File: src/rtl/trim_pkg.sv
package trim_pkg;

    localparam int BYTE_BITS = 8;
    localparam int CMD_BYTES = 3;

    localparam logic [7:0] DEV_WR  = 8'hA0;
    localparam logic [7:0] ADDR_T1 = 8'h01;
    localparam logic [7:0] ADDR_T2 = 8'h09;
    localparam logic [7:0] DATA_OK = 8'h00;

    typedef struct packed {
        logic start;
        logic stop;
        logic scl_rise;
        logic scl_fall;
        logic sda;
    } bus_ev_t;

    typedef enum logic [2:0] {
        C_IDLE,
        C_RX,
        C_ACKQ,
        C_ACK,
        C_WSTOP
    } cmd_st_t;

    typedef enum logic [1:0] {
        SEL_NONE = 2'd0,
        SEL_T1   = 2'd1,
        SEL_T2   = 2'd2
    } trim_sel_t;

    function automatic logic byte_ok(input int unsigned idx, input logic [7:0] b);
        case (idx)
            0:       return b == DEV_WR;
            1:       return (b == ADDR_T1) || (b == ADDR_T2);
            2:       return b == DATA_OK;
            default: return 1'b0;
        endcase
    endfunction

    function automatic trim_sel_t sel_of(input logic [7:0] b);
        if (b == ADDR_T1) return SEL_T1;
        if (b == ADDR_T2) return SEL_T2;
        return SEL_NONE;
    endfunction

endpackage

File: src/rtl/trim_bus_mon.sv
module trim_bus_mon
    import trim_pkg::*;
(
    input  logic    clk,
    input  logic    rst,
    input  logic    scl_i,
    input  logic    sda_i,
    output bus_ev_t ev
);

    logic scl_q;
    logic sda_q;

    always_ff @(posedge clk) begin
        if (rst) begin
            scl_q <= 1'b1;
            sda_q <= 1'b1;
        end else begin
            scl_q <= scl_i;
            sda_q <= sda_i;
        end
    end

    always_comb begin
        ev.scl_rise = scl_i & ~scl_q;
        ev.scl_fall = ~scl_i & scl_q;
        ev.start    = scl_i & scl_q & sda_q & ~sda_i;
        ev.stop     = scl_i & scl_q & ~sda_q & sda_i;
        ev.sda      = sda_i;
    end

endmodule

File: src/rtl/trim_cmd_fsm.sv
module trim_cmd_fsm
    import trim_pkg::*;
(
    input  logic      clk,
    input  logic      rst,
    input  bus_ev_t   ev,
    input  logic      vp_i,
    input  logic      prog_busy,
    output logic      sda_pull_o,
    output logic      cmd_go,
    output trim_sel_t cmd_sel
);

    localparam int BW = $clog2(BYTE_BITS);
    localparam int IW = $clog2(CMD_BYTES);
    localparam logic [BW-1:0] BIT_LAST  = BW'(BYTE_BITS - 1);
    localparam logic [IW-1:0] BYTE_LAST = IW'(CMD_BYTES - 1);

    cmd_st_t         state;
    logic [BW-1:0]   bitcnt;
    logic [IW-1:0]   idx;
    logic [7:0]      shreg;
    logic [7:0]      nb;

    assign nb = {shreg[6:0], ev.sda};

    always_ff @(posedge clk) begin
        if (rst) begin
            state   <= C_IDLE;
            bitcnt  <= '0;
            idx     <= '0;
            shreg   <= '0;
            cmd_sel <= SEL_NONE;
        end else if (prog_busy) begin
            state <= C_IDLE;
        end else if (state != C_IDLE && !vp_i) begin
            state <= C_IDLE;
        end else if (ev.start) begin
            bitcnt <= '0;
            idx    <= '0;
            state  <= vp_i ? C_RX : C_IDLE;
        end else if (ev.stop) begin
            state <= C_IDLE;
        end else begin
            case (state)
                C_RX: if (ev.scl_rise) begin
                    shreg  <= nb;
                    bitcnt <= bitcnt + 1'b1;
                    if (bitcnt == BIT_LAST) begin
                        if (byte_ok(int'(idx), nb)) begin
                            state <= C_ACKQ;
                            if (idx == IW'(1)) cmd_sel <= sel_of(nb);
                        end else begin
                            state <= C_IDLE;
                        end
                    end
                end
                C_ACKQ: if (ev.scl_fall) state <= C_ACK;
                C_ACK: if (ev.scl_fall) begin
                    if (idx == BYTE_LAST) begin
                        state <= C_WSTOP;
                    end else begin
                        state  <= C_RX;
                        idx    <= idx + 1'b1;
                        bitcnt <= '0;
                    end
                end
                C_WSTOP: if (ev.scl_fall) state <= C_IDLE;
                default: state <= C_IDLE;
            endcase
        end
    end

    assign sda_pull_o = (state == C_ACK);
    assign cmd_go     = (state == C_WSTOP) && ev.stop && vp_i && !prog_busy;


    ack_on_fall_chk: assert property (@(posedge clk) disable iff (rst)
        $rose(sda_pull_o) |-> $past(ev.scl_fall));


    vp_drop_nack_chk: assert property (@(posedge clk) disable iff (rst)
        !vp_i |=> !sda_pull_o);


    busy_quiet_chk: assert property (@(posedge clk) disable iff (rst)
        prog_busy |=> !sda_pull_o);

endmodule

File: src/rtl/trim_prog_timer.sv
module trim_prog_timer
    import trim_pkg::*;
#(
    parameter int PROG_CYCLES = 625000
) (
    input  logic      clk,
    input  logic      rst,
    input  logic      go,
    input  trim_sel_t sel,
    input  logic      vp_i,
    output logic      prog1_o,
    output logic      prog2_o,
    output logic      busy_o,
    output logic      done_o
);

    localparam int CW = $clog2(PROG_CYCLES + 1);
    localparam logic [CW-1:0] LOAD = CW'(PROG_CYCLES - 1);

    logic [CW-1:0] cnt;

    always_ff @(posedge clk) begin
        if (rst) begin
            cnt     <= '0;
            busy_o  <= 1'b0;
            done_o  <= 1'b0;
            prog1_o <= 1'b0;
            prog2_o <= 1'b0;
        end else begin
            prog1_o <= 1'b0;
            prog2_o <= 1'b0;
            done_o  <= 1'b0;
            if (go && !busy_o) begin
                busy_o  <= 1'b1;
                cnt     <= LOAD;
                prog1_o <= (sel == SEL_T1);
                prog2_o <= (sel == SEL_T2);
            end else if (busy_o) begin
                if (cnt != '0) begin
                    cnt <= cnt - 1'b1;
                end else if (!vp_i) begin
                    busy_o <= 1'b0;
                    done_o <= 1'b1;
                end
            end
        end
    end


    one_strobe_chk: assert property (@(posedge clk) disable iff (rst)
        $onehot0({prog1_o, prog2_o}));


    busy_with_strobe_chk: assert property (@(posedge clk) disable iff (rst)
        $rose(busy_o) |-> (prog1_o || prog2_o));


    done_after_busy_chk: assert property (@(posedge clk) disable iff (rst)
        done_o |-> (!busy_o && $past(busy_o) && !$past(vp_i)));


    done_single_chk: assert property (@(posedge clk) disable iff (rst)
        done_o |=> !done_o);

endmodule

File: src/rtl/trim_seq.sv
module trim_seq
    import trim_pkg::*;
#(
    parameter int PROG_CYCLES = 625000
) (
    input  logic clk,
    input  logic rst,
    input  logic scl_i,
    input  logic sda_i,
    input  logic vp_i,
    output logic sda_pull_o,
    output logic prog1_o,
    output logic prog2_o,
    output logic busy_o,
    output logic done_o
);

    bus_ev_t   ev;
    logic      cmd_go;
    trim_sel_t cmd_sel;

    trim_bus_mon u_mon (
        .clk   (clk),
        .rst   (rst),
        .scl_i (scl_i),
        .sda_i (sda_i),
        .ev    (ev)
    );

    trim_cmd_fsm u_cmd (
        .clk        (clk),
        .rst        (rst),
        .ev         (ev),
        .vp_i       (vp_i),
        .prog_busy  (busy_o),
        .sda_pull_o (sda_pull_o),
        .cmd_go     (cmd_go),
        .cmd_sel    (cmd_sel)
    );

    trim_prog_timer #(.PROG_CYCLES(PROG_CYCLES)) u_tmr (
        .clk     (clk),
        .rst     (rst),
        .go      (cmd_go),
        .sel     (cmd_sel),
        .vp_i    (vp_i),
        .prog1_o (prog1_o),
        .prog2_o (prog2_o),
        .busy_o  (busy_o),
        .done_o  (done_o)
    );


    no_ack_busy_chk: assert property (@(posedge clk) disable iff (rst)
        busy_o |-> !sda_pull_o);


    strobe_needs_stop_chk: assert property (@(posedge clk) disable iff (rst)
        (prog1_o || prog2_o) |-> $past(ev.stop));

endmodule

File: config.mk
export PLATFORM = sky130hd
export DESIGN_NAME = trim_seq
export DESIGN_NICKNAME = d
export VERILOG_FILES = /design/src/rtl/trim_pkg.sv /design/src/rtl/trim_bus_mon.sv /design/src/rtl/trim_cmd_fsm.sv /design/src/rtl/trim_prog_timer.sv /design/src/rtl/trim_seq.sv
export SDC_FILE = /design/constraint.sdc
export NUM_CORES = 1
export LEC_CHECK = 0
export ABC_AREA = 0
export BUFFER_PORTS_ARGS = -buffer_cell sky130_fd_sc_hd__buf_2
export CELL_PAD_IN_SITES_DETAIL_PLACEMENT = 0
export CELL_PAD_IN_SITES_GLOBAL_PLACEMENT = 1
export CORE_UTILIZATION = 46
export DETAILED_ROUTE_END_ITERATION = 12
export GPL_ROUTABILITY_DRIVEN = 1
export PLACE_DENSITY = 0.81
export SYNTH_ARGS = -nofsm -noshare
export SYNTH_HDL_FRONTEND = slang
export SYNTH_SLANG_ARGS = --single-unit
File: constraint.sdc
create_clock -name clk -period 3.3 [get_ports clk]
set_clock_uncertainty 0.2 [all_clocks]
set_input_delay 0.33 -clock clk [delete_from_list [all_inputs] [get_ports clk]]
set_output_delay 0.33 -clock clk [all_outputs]
set_load 0.05 [all_outputs]
Yosys cells after proc, flatten, opt, wreduce, memory -nomap -nowiden
Index checks and enable logic that the tools add are counted.
{"block": "word_totals", "output_inout_bits": 5, "romBits": 0, "latchBits": 0, "memories": 0, "inputBits": 5, "reg_bits": 43, "mem_bits_rw": 0}
{"block": "op_classes", "n_shift": 0, "mul": 0, "reduce_logical": 28, "div": 0, "n_addsub": 3, "n_eq_ne": 22, "n_lt_le_gt_ge": 0, "mux": 66, "bitwise": 16}
{"op": "$mux 20", "count": 3}
{"op": "$mux 3", "count": 13}
{"op": "$mux 1", "count": 37}
{"op": "$mux 2", "count": 10}
{"op": "$reduce_bool 20->1", "count": 1}
{"op": "$sub 20x1->20 const B", "count": 1}
{"op": "$ne 4x3->1 const B", "count": 3}
{"op": "$pmux 3 s4", "count": 1}
{"op": "$reduce_and 6->1", "count": 2}
{"op": "$not 1->1", "count": 9}
{"op": "$reduce_and 9->1", "count": 1}
{"op": "$eq 8x1->1 const B", "count": 1}
{"op": "$eq 8x4->1 const B", "count": 1}
{"op": "$eq 8x8->1 const B", "count": 1}
{"op": "$logic_not 8->1", "count": 1}
{"op": "$reduce_bool 2->1", "count": 4}
{"op": "$and 1x1->1", "count": 7}
{"op": "$reduce_and 7->1", "count": 1}
{"op": "$eq 3x2->1 const B", "count": 2}
{"op": "$eq 3x3->1 const B", "count": 2}
{"op": "$ne 3x3->1 const B", "count": 2}
{"op": "$pmux 3 s2", "count": 1}
{"op": "$reduce_bool 3->1", "count": 2}
{"op": "$logic_and 1x1->1", "count": 5}
{"op": "18 further kinds", "count": 24}

Logic depth before layout (Yosys ltp)
{"block": "depth", "word_depth": 33, "depth_mapped": 8, "mapped_depth_nobuf": 7}

Cells and area by module
Synthesis repeated with hierarchy kept, for this count alone.
{"block": "hier_totals", "hier_cells": 272, "hier_area_um2": 2417.3}
{"module": "trim_prog_timer", "area_each_um2": 1298.7, "n_inst": 1, "cells_per_inst": 152}
{"module": "trim_cmd_fsm", "area_each_um2": 1026.0, "n_inst": 1, "cells_per_inst": 111}
{"module": "trim_bus_mon", "area_each_um2": 92.6, "n_inst": 1, "cells_per_inst": 9}

Least setup slack after synthesis
No wires, ideal clock.
{"block": "synth_path", "path_type": "register -> register", "start": "register u_tmr.cnt[9]", "end": "register u_tmr.cnt[1]", "setup_slack_ps": 928, "path_stages_with_launch": 6, "setup_ps": 71, "required_time_ps": 3029, "arrival_ps": 2102, "synth_period_minus_slack_ps": 2372, "cell_sequence": "dfxtp_1 or4_4 or4_4 o21ai_2 mux2_2 a21oi_1"}
{"block": "synth_via", "elab_chain_cells": 3}
{"item": "start, declared", "line": "trim_prog_timer.sv:20", "text": "logic [CW-1:0] cnt;"}
{"item": "start signal, assigned", "line": "trim_prog_timer.sv:40", "text": "cnt <= cnt - 1'b1;"}
{"item": "$reduce_bool 20->1", "line": "trim_prog_timer.sv:39", "text": "if (cnt != '0) begin"}
{"item": "$reduce_bool 2->1 (no source line)"}
{"item": "$reduce_and 2->1 (no source line)"}
No other way between the ends.
A chain may end at the register's enable or synchronous reset.

Worst setup path after layout
{"block": "layout_path", "start": "register u_tmr.busy_o", "end": "register u_tmr.cnt[18]"}
{"block": "layout_via", "elab_chain_cells": 4, "elab_cells_between_ends": 5, "classes_between": "reduce/logical (5)"}
{"item": "start, declared", "line": "trim_prog_timer.sv:13", "text": "output logic busy_o,"}
{"item": "start signal, assigned", "line": "trim_prog_timer.sv:25", "text": "busy_o <= 1'b0;"}
{"item": "start signal, assigned", "line": "trim_prog_timer.sv:34", "text": "busy_o <= 1'b1;"}
{"item": "start signal, assigned", "line": "trim_prog_timer.sv:42", "text": "busy_o <= 1'b0;"}
{"item": "$logic_not 1->1", "line": "trim_cmd_fsm.sv:75, trim_prog_timer.sv:33"}
{"item": "$logic_and 1x1->1", "line": "trim_cmd_fsm.sv:75", "text": "assign cmd_go = (state == C_WSTOP) && ev.stop && vp_i && !prog_busy;"}
{"item": "$logic_and 1x1->1", "line": "trim_prog_timer.sv:33", "text": "if (go && !busy_o) begin"}
{"item": "$reduce_or 2->1 (no source line)"}
Several ways; a longest one is shown, not always the timed one.

==> impl_results.md <==
* Non-Filler Instances at 319
* H-tree Lvls at 2
* Family with the most delay on the worst path: simple AND/OR/NAND/NOR gates
* GP Congestion at 0.851
* Crit path from: u_tmr.busy_o
* Placed cells at 311
* WL/cell at 14.9 um
* Vias in the first global route at 1696
* Crit-path cells: or4b_2 -> or4_1 -> nand2b_1 -> nor2_1
* CTS tree: done
* Fin. Hold Viols at 0
* TritonRoute pass-1 iters at 5
* CP Launch Type: register
* Crit path depth at 4
* Iteration-0 DRC Markers at 208
* Fillers at 446
* Critical Path Max Stage Delay at 0.69 ns
* First-pass GRT wire length at 7.99 mm
* CP max stage cell: or4_1
* Clock Pin Slew Worst Setup and Hold Paths at 0.09 ns
* Unique masters post-synth at 46
* Number of vias per cell at 5.90
* Syn nets at 270
* Yosys warns at 0
* Yosys reg bits at 43
* Die width at 71.5 um
* Fin Hold WS at 0.0819 ns
* Arrival @ worst endpoint at 2.62 ns
* IO buf count at 9
* Reg2reg path depth at 4
* Leakage at 0.000951 uW
* Post_cts resized at 0
* Starting Density at 0.493
* CP Buf/Inv Count at 0
* Largest family of logic cells by synthesized area: simple AND/OR/NAND/NOR gates
* N_diodes at 0
* Row cnt at 24
* Worst-Margin Slew at 0.588 ns
* Xor and xnor area share after synthesis at 0.0512
* Cts hold-fix bufs at 0
* Via count at 1882
* Mux contribution to synthesized area at 0.0546
* RSZ-0062 raised after global routing: no
* Max VDD drop at 295 uV
* Critical path capture point: u_tmr.cnt[18]
* Final HPWL DP at 3.33 mm
* Post-DRT Antenna Nets at 0
* Worst Path Required at 3.29 ns
* # IOs at 10
* Synth Cell Area at 2220 um2
* Worst-path fanout max at 15
* Outcome: finished, final reports clean
* Die Ht at 71.5 um
* Clock tree root buffer cell: clkbuf_8
* Clock latency on the worst-skew pair at 0.31 ns
* Die ar. at 5110 um2
* Post-synthesis compound-gate area fraction at 0.131
* CTS buffer count at 5
* Core region area at 4500 um2
* Power Density at 386 nW/um2
* Synth Area in Adders at 0.0394
* # DRC at 0
* Sink Count at 43
* WL final at 4.77 mm
* Endpoints failing setup at 0
* Syn Area/Cell at 8.61 um2
* Layout cells sized above 1 at 0.142
* Post-Synth Simple-Gate Area at 0.305
* Setup_tns at 0 ns
* Hold Path Class: primary input to register
* WS Path Type: register to register
* Final net count at 278
* Slew Viols, Final at 0
* # Max-Cap Violations at 0
* Post CTS Setup Buffer Count at 0
* Longest Clk Path Bufs at 2
* Post-layout minimum cycle time at 2.63 ns
* End of the worst register-to-register path: u_tmr.cnt[18]
* CP Capture Type: register
* Largest net degree at the start of global routing at 34
* Total gr overflow at 0
* Register-to-register setup slack at 0.67 ns
* Final Util at 0.534
* Fmax at 0.380 GHz
* R2R Path Start: u_tmr.busy_o
* Sequential fraction of the synthesis area at 0.387
* Total GRT Usage at 0.203
* Initial antenna violation count at 0
* Mapped Cells at 258
* Synth-to-Final Area Change at 8.16%
* Slew margin rel. at 0.608
* Final period utilization at 0.798
## flip-flops by register name, summed over array words and instances (netlist names)
register and cells:
u_mon.scl_q 1, u_mon.sda_q 1, u_cmd.bitcnt 3, u_cmd.shreg 7, u_tmr.cnt 20, u_tmr.done_o 1
u_cmd.cmd_sel 2, u_tmr.prog1_o 1, u_tmr.prog2_o 1, u_tmr.busy_o 1, u_cmd.idx 2, u_cmd.state 3
## Yosys cell counts (all sizes together)
cell type	instances	area (um2)
a2111oi	1	8.76
nand3	6	30.0
a21oi	18	93.8
or4	5	48.8
inv	9	33.8
a21o	1	7.51
a211oi	1	7.51
nand2b	8	50.1
ha	7	87.6
xor2	7	61.3
o211ai	3	22.5
a311oi	1	8.76
nand4	2	12.5
buf	1	5.00
nor4bb	1	10.0
nor4b	2	17.5
nor4	11	83.8
nor3b	2	15.0
dfxtp	43	861
o2111ai	2	17.5
o21ai	13	68.8
nand4b	2	17.5
or4b	3	30.0
nand2	9	33.8
o311a	1	10.0
mux2	1	11.3
and2	1	6.26
nor3	7	35.0
and3	2	12.5
xnor2	6	52.6
a31oi	5	31.3
or3	11	82.6
clkbuf	8	30.0
or2	5	31.3
a22oi	1	7.51
o21bai	1	7.51
mux2i	11	110
and4b	1	10.0
nor2b	2	12.5
nor2	37	139
## layer usage
metal / vias up / global-route usage / part of all wire
met2: 47 / 0.285 / 0.41
met3: 11 / 0.0450 / 0.042
li1: 946 / - / -
met5: - / 0 / 0
met1: 878 / 0.293 / 0.52
met4: 0 / 0.0980 / 0.021
## where the power goes
group          internal, uW  switching, uW  leakage (uW)
registers               521           2.90      0.000347
logic                  12.4           23.5      0.000557
clock network           171            198     0.0000474
## layout by cell type, fill, tap and decap left out, types with 6 or more instances in the layout
master / instances
a21oi_1: 17
buf_2: 9
clkbuf_8: 6
dfxtp_1: 43
ha_1: 7
inv_1: 9
mux2i_1: 11
nand2_1: 9
nand2b_1: 8
nand3_1: 6
nor2_1: 37
nor3_1: 7
nor4_1: 10
o21ai_0: 12
or3_1: 6
xnor2_1: 6
xor2_1: 7
## cell type report
cell class,instances,area (um2),area share
multi-input combinational,197,1290,0.538
sequential,43,861,0.358
clock buffer,6,82.6,0.0344
tap,52,65.1,0.0271
timing repair buffer,10,52.6,0.0219
inverter,9,33.8,0.0141
clock inverter,2,16.3,0.00677
## kinds of logic after synthesis
kind of cell	after synthesis
adders and majority gates	7
DFF	43
muxes	12
buffers and inverters	18
and+or+nand+nor	117
AOI/OAI and AO/OA	48
xor gates and xnor gates	13
## metrics by stage
stage               area, um2  setup WS (ns)  power (uW)
finish                   2400          0.668         929
global route             2400          0.494         958
floorplan                2220          0.928         561
detailed placement       2300          0.679         572
CTS                      2400          0.668         935
global placement         2300          0.737         572
## worst min path at each step
stage               cells past startpoint  slack (ns)       endpoint        startpoint
floorplan                               1        0.21   u_tmr.done_o              vp_i
global placement                        1        0.24  u_tmr.prog1_o  u_cmd.cmd_sel[1]
detailed placement                      1        0.25  u_tmr.prog2_o  u_cmd.cmd_sel[0]
CTS                                     2        0.07   u_tmr.done_o              vp_i
global route                            2        0.09   u_tmr.done_o              vp_i
finish                                  2        0.08   u_tmr.done_o              vp_i
Power figures use the tool's default switching activity.
